==> src/rtl/cfg_load_master.sv <==
module cfg_load_master #(
  parameter int NB   = 9,
  parameter int ND   = 7,
  parameter int BITS = 247960
) (
  input  logic          clk,
  input  logic          rst_n,
  input  logic          wr_en,
  input  logic [2:0]    wr_addr,
  input  logic [7:0]    wr_data,
  input  logic [2:0]    rd_addr,
  output logic [7:0]    rd_data,
  output logic [NB-1:0] board_sel,
  output logic [ND-1:0] dev_sel,
  output logic          dev_reset,
  output logic          cfg_clk,
  output logic [ND-1:0] cfg_data,
  input  logic          init_n,
  input  logic          done
);
  localparam int CW = $clog2(BITS + 1);

  logic [7:0]    sel_q, dc_q;
  logic [CW-1:0] cnt;
  logic          busy, abort, cmpl, early, ill;
  logic [1:0]    init_sy, done_sy;

  wire [3:0] bf = sel_q[3:0];
  wire [3:0] df = sel_q[7:4];
  wire [3:0] wb = wr_data[3:0];
  wire [3:0] wd = wr_data[7:4];

  wire w_sel = wr_en && wr_addr == 3'd0;
  wire w_dc  = wr_en && wr_addr == 3'd1;
  wire w_bad = (int'(wb) > NB && wb < 4'd14) || (int'(wd) > ND && wd < 4'd14);
  wire w_load = wb != 4'd0 && wb != 4'd14 && wd != 4'd0 && wd != 4'd14;

  assign dev_reset = (df == 4'd14 || bf == 4'd14) && bf != 4'd0;

  for (genvar i = 0; i < NB; i++) begin : g_board
    assign board_sel[i] = (bf == 4'(i + 1)) || bf >= 4'd14;
  end
  for (genvar i = 0; i < ND; i++) begin : g_dev
    assign dev_sel[i] = !dev_reset && ((df == 4'(i + 1)) || df == 4'd15);
  end

  assign cfg_clk  = dc_q[7];
  assign cfg_data = dc_q[ND-1:0];

  always_ff @(posedge clk or negedge rst_n)
    if (!rst_n) begin
      init_sy <= 2'b11;
      done_sy <= 2'b00;
    end else begin
      init_sy <= {init_sy[0], init_n};
      done_sy <= {done_sy[0], done};
    end

  always_ff @(posedge clk or negedge rst_n)
    if (!rst_n) begin
      sel_q <= '0; dc_q <= '0; cnt <= '0;
      busy <= 1'b0; abort <= 1'b0; cmpl <= 1'b0; early <= 1'b0; ill <= 1'b0;
    end else begin
      if (w_dc && !abort) begin
        dc_q <= wr_data;
        if (busy && wr_data[7] && !dc_q[7] && cnt != '1)
          cnt <= cnt + 1'b1;
      end
      if (w_sel) begin
        if (w_bad) ill <= 1'b1;
        else begin
          sel_q <= wr_data;
          busy  <= w_load;
          abort <= 1'b0;
          cmpl  <= 1'b0;
          early <= 1'b0;
          cnt   <= '0;
        end
      end else if (busy && !init_sy[1]) begin
        abort   <= 1'b1;
        busy    <= 1'b0;
        dc_q[7] <= 1'b0;
      end else if (busy && done_sy[1]) begin
        cmpl  <= 1'b1;
        busy  <= 1'b0;
        early <= cnt < CW'(BITS);
      end
    end

  wire [23:0] cnt_x = 24'(cnt);

  always_comb
    case (rd_addr)
      3'd0:    rd_data = sel_q;
      3'd1:    rd_data = dc_q;
      3'd2:    rd_data = {3'b000, ill, early, cmpl, abort, busy};
      3'd3:    rd_data = cnt_x[7:0];
      3'd4:    rd_data = cnt_x[15:8];
      3'd5:    rd_data = cnt_x[23:16];
      default: rd_data = 8'h00;
    endcase
endmodule


==> config.mk <==
export PLATFORM = sky130hd
export DESIGN_NAME = cfg_load_master
export DESIGN_NICKNAME = d
export VERILOG_FILES = /design/src/rtl/cfg_load_master.sv
export SDC_FILE = /design/constraint.sdc
export NUM_CORES = 1
export LEC_CHECK = 0
export BUFFER_PORTS_ARGS = -buffer_cell sky130_fd_sc_hd__buf_2
export CORE_UTILIZATION = 40
export CTS_CLUSTER_SIZE = 8
export DETAILED_ROUTE_END_ITERATION = 6
export PLACE_DENSITY_LB_ADDON = 0.15
export SLEW_MARGIN = 40
export SYNTH_ARGS = -nofsm -noshare
export SYNTH_HDL_FRONTEND = slang
export SYNTH_SLANG_ARGS = --single-unit
==> constraint.sdc <==
create_clock -name clk -period 2.3 [get_ports clk]
set_input_delay 0.115 -clock clk [delete_from_list [all_inputs] [get_ports clk]]
set_output_delay 0.115 -clock clk [all_outputs]
set_load 0.005 [all_outputs]
==> out/metrics.yaml <==
pwr:
  power.share.switching_pct: 32.59
  p_comb_share_pct: 26.5
  max-vdd-ir-drop_uv: 315.6
  pwr-share-seq_pct: 49.0
  clock_power_share_pct: 24.6
  p_int_uw: 1368
  p_switching_uw: 661.4
  power_uw: 2029
  power.density_nw_per_um2: 616.2
  power.leakage_uw: 0.001536
worst_setup_path:
  cp-start-kind: "flop"
  end_kind: "flop"
  crit_type: "reg2reg"
  path_max_fanout: 6
  slowest_delay_ns: 0.62
  cp.required_ns: 2.51
  cp_slowest_cell: "a2111oi_0"
  critPathArrivalTime_ns: 2.31
  path_cells: "and4b_1 -> nand4_1 -> a2111oi_0 -> mux2i_1"
finish:
  final_common_cell: "nand2_1"
  finalNetCount: 393
  final_cell_mix: "nand2_1, buf_2, dfrtp_1"
  fin_util_pct: 48.47
  insertedDiodeCount: 0
  syn_to_final_growth_pct: 16.82
  layout-drive-gt1-share_pct: 23.26
timing:
  period_share_pct: 90.90
  maxSlewHeadroom_pct: 57.49
  worst_pin_slew_ns: 0.6215
  finalHoldViolations: 0
  rsz0062_at_grt: "false"
  tns_ns: 0
  finClkSkew_ns: 0.006192
  post-route-min-period_ns: 2.091
  maxSlewViolCount: 0
  setup_viol: 0
  max_freq_mhz: 478.3
die:
  coreArea_sq_um: 6794
  die_x_um: 85.95
  fp.dieArea_sq_um: 7387
  die_y_um: 85.95
  rows: 30
  pin_count: 52
  start_util_pct: 41.49
clock_tree:
  cts_setup_buffers: 0
  root_buffer: "clkbuf_8"
  worstSkewPairLatency_ns: 0.30
  ctsResizeCount: 0
  clock_path_buffers: 2
  cts_tree: "built"
  cts_buffers: 5
  clkTransAtPathRegs_ns: 0.08
  htreeDepth: 2
  cts_sinks: 43
route:
  first_pass_iters: 4
  vias: 2609
  vias_per_cell: 5.551
  ant_nets: 0
  drt_iter0_drc: 145
  wl_per_cell_um: 15.79
  drt_wl_total_mm: 7.421
  remaining_drc_errors: 0
placed_design:
  io_buffers: 51
  routabilityCongestion: 0.8907
  hpwl_mm: 5.532
global_route:
  grtUsageTotal_pct: 21.21
  grt_max_degree: 29
  grt_pass1_vias: 2397
  grt_pass1_wl_mm: 12.11
  grt_overflow: 0
  antenna_found_initial: 0
logic_synthesis:
  synth_largest_area_cell: "dfrtp_1"
  synthTopCellsByArea: "dfrtp_1, mux2i_1, nand2_1, mux2_2, a21oi_1"
  yosys_most_used_dff: "dfrtp_1"
  synth_seq_cells: 43
  synth-edff-count: 0
  synth_area_per_cell_sq_um: 8.647
  synth_top_area_share_pct: 36.40
  yosysSeqAreaShare_pct: 38.26
  syn_inst: 326
  synth_cell_types: 56
  synth_fp_nets: 346
  async_reset_ff_share_pct: 100.0
  syn_area_sq_um: 2819
  yosys_warnings: 0
flow_run:
  max_cap_violations: 0
min_path:
  min_path_type: "in2reg"
status:
  status: "complete, no violations"
==> state kept, by name (all words and copies together) (netlist names) <==
name,cells
cnt,18
dc_q,8
sel_q,8
done_sy,2
init_sy,2
abort,1
busy,1
cmpl,1
early,1
ill,1
==> timing repair <==
action	CTS	global route
endpoints found under the hold margin	19	0
endpoints found under the setup margin	0	0
hold buffers	3	0
==> final cells by class <==
type / count / area (sq um)
fillers: 659 / 3501
multi-input cells: 253 / 1608
flip-flops and latches: 43 / 1079
repair buffers: 64 / 372.9
well taps: 96 / 120.1
clock buffers: 7 / 86.33
inverters: 6 / 22.52
clock inverters: 1 / 5.005
==> cell families (layout without fill, tap and decap cells) <==
family                     Yosys count  after routing  share of synthesized area [%]
muxes                               34             34                          12.61
DFF                                 43             43                          38.26
adders and majority gates            1              1                         0.4438
xor gates and xnor gates             4              4                          1.243
and+or+nand+nor                    148            148                          27.03
AOI/OAI and AO/OA                   66             66                          15.71
buffers and inverters               30             78                          4.705
==> worst paths after layout <==
path	slack, ns	end	cells past startpoint	from
worst max-delay path	0.21	cnt[17]$_DFF_PN0_	4	abort$_DFFE_PN0P_
worst min-delay path	0.03	sel_q[4]$_DFFE_PN0P_	3	wr_data[4]
worst max register to register	0.21	cnt[17]$_DFF_PN0_	4	abort$_DFFE_PN0P_
worst min register to register	0.35	done_sy[1]$_DFF_PN0_	0	done_sy[0]$_DFF_PN0_
max in group asynchronous	1.29	cnt[12]$_DFF_PN0_	3	rst_n
min in group asynchronous	0.31	sel_q[2]$_DFFE_PN0P_	2	rst_n
==> power by group through the flow <==
| stage | Combinational, uW | Sequential [uW] | Clock [uW] |
|---|---|---|---|
| 6_report | 537 | 994 | 499 |
| 5_1_grt | 602 | 1010 | 540 |
| 4_1_cts | 541 | 993 | 510 |
| 3_5_place_dp | 535 | 1010 | 0 |
| 3_3_place_gp | 525 | 1010 | 0 |
| 2_1_floorplan | 379 | 926 | 0 |
==> cell usage after synthesis, types with 3 or more instances <==
library cell and instances:
nand2_1 54, dfrtp_1 41, nor2_1 23, mux2i_1 22, a21oi_1 21, clkbuf_1 15, mux2_2 12, nand2b_1 11
o21ai_0 11, nand3_1 10, nor3_1 8, a2111oi_0 6, inv_1 6, and3_1 5, nand4_1 5, or3_1 5
a22oi_1 4, buf_2 4, nor2b_1 4, o22ai_1 4, and4b_1 3, nor4_1 3
==> per-stage QoR <==
stage / cell area, sq um / hold slack (ns) / instances / setup slack, ns
finish: 3293 / 0.03311 / 470 / 0.2092
global route: 3293 / 0.07076 / 470 / 0.009505
CTS: 3293 / 0.03326 / 470 / 0.2180
detailed placement: 3172 / 0.09834 / 459 / 0.2796
global placement: 3172 / 0.09862 / 459 / 0.3194
floorplan: 2819 / -0.1806 / 326 / 0.4792
==> worst max-delay path, delay by kind of cell, from the launching register on <==
family	cells	cell delay (ns)
and+or+nand+nor	2	0.68
AOI/OAI and AO/OA	1	0.62
DFF	1	0.44
muxes	1	0.26
==> per-layer routing <==
layer	global-route usage [%]	routed length (um)	vias up
met5	0	0	-
met4	7.121	91	0
met3	2.406	286	8
met2	33.26	3368	55
met1	30.43	3674	1273
li1	-	-	1273
Power figures use the tool's default switching activity.
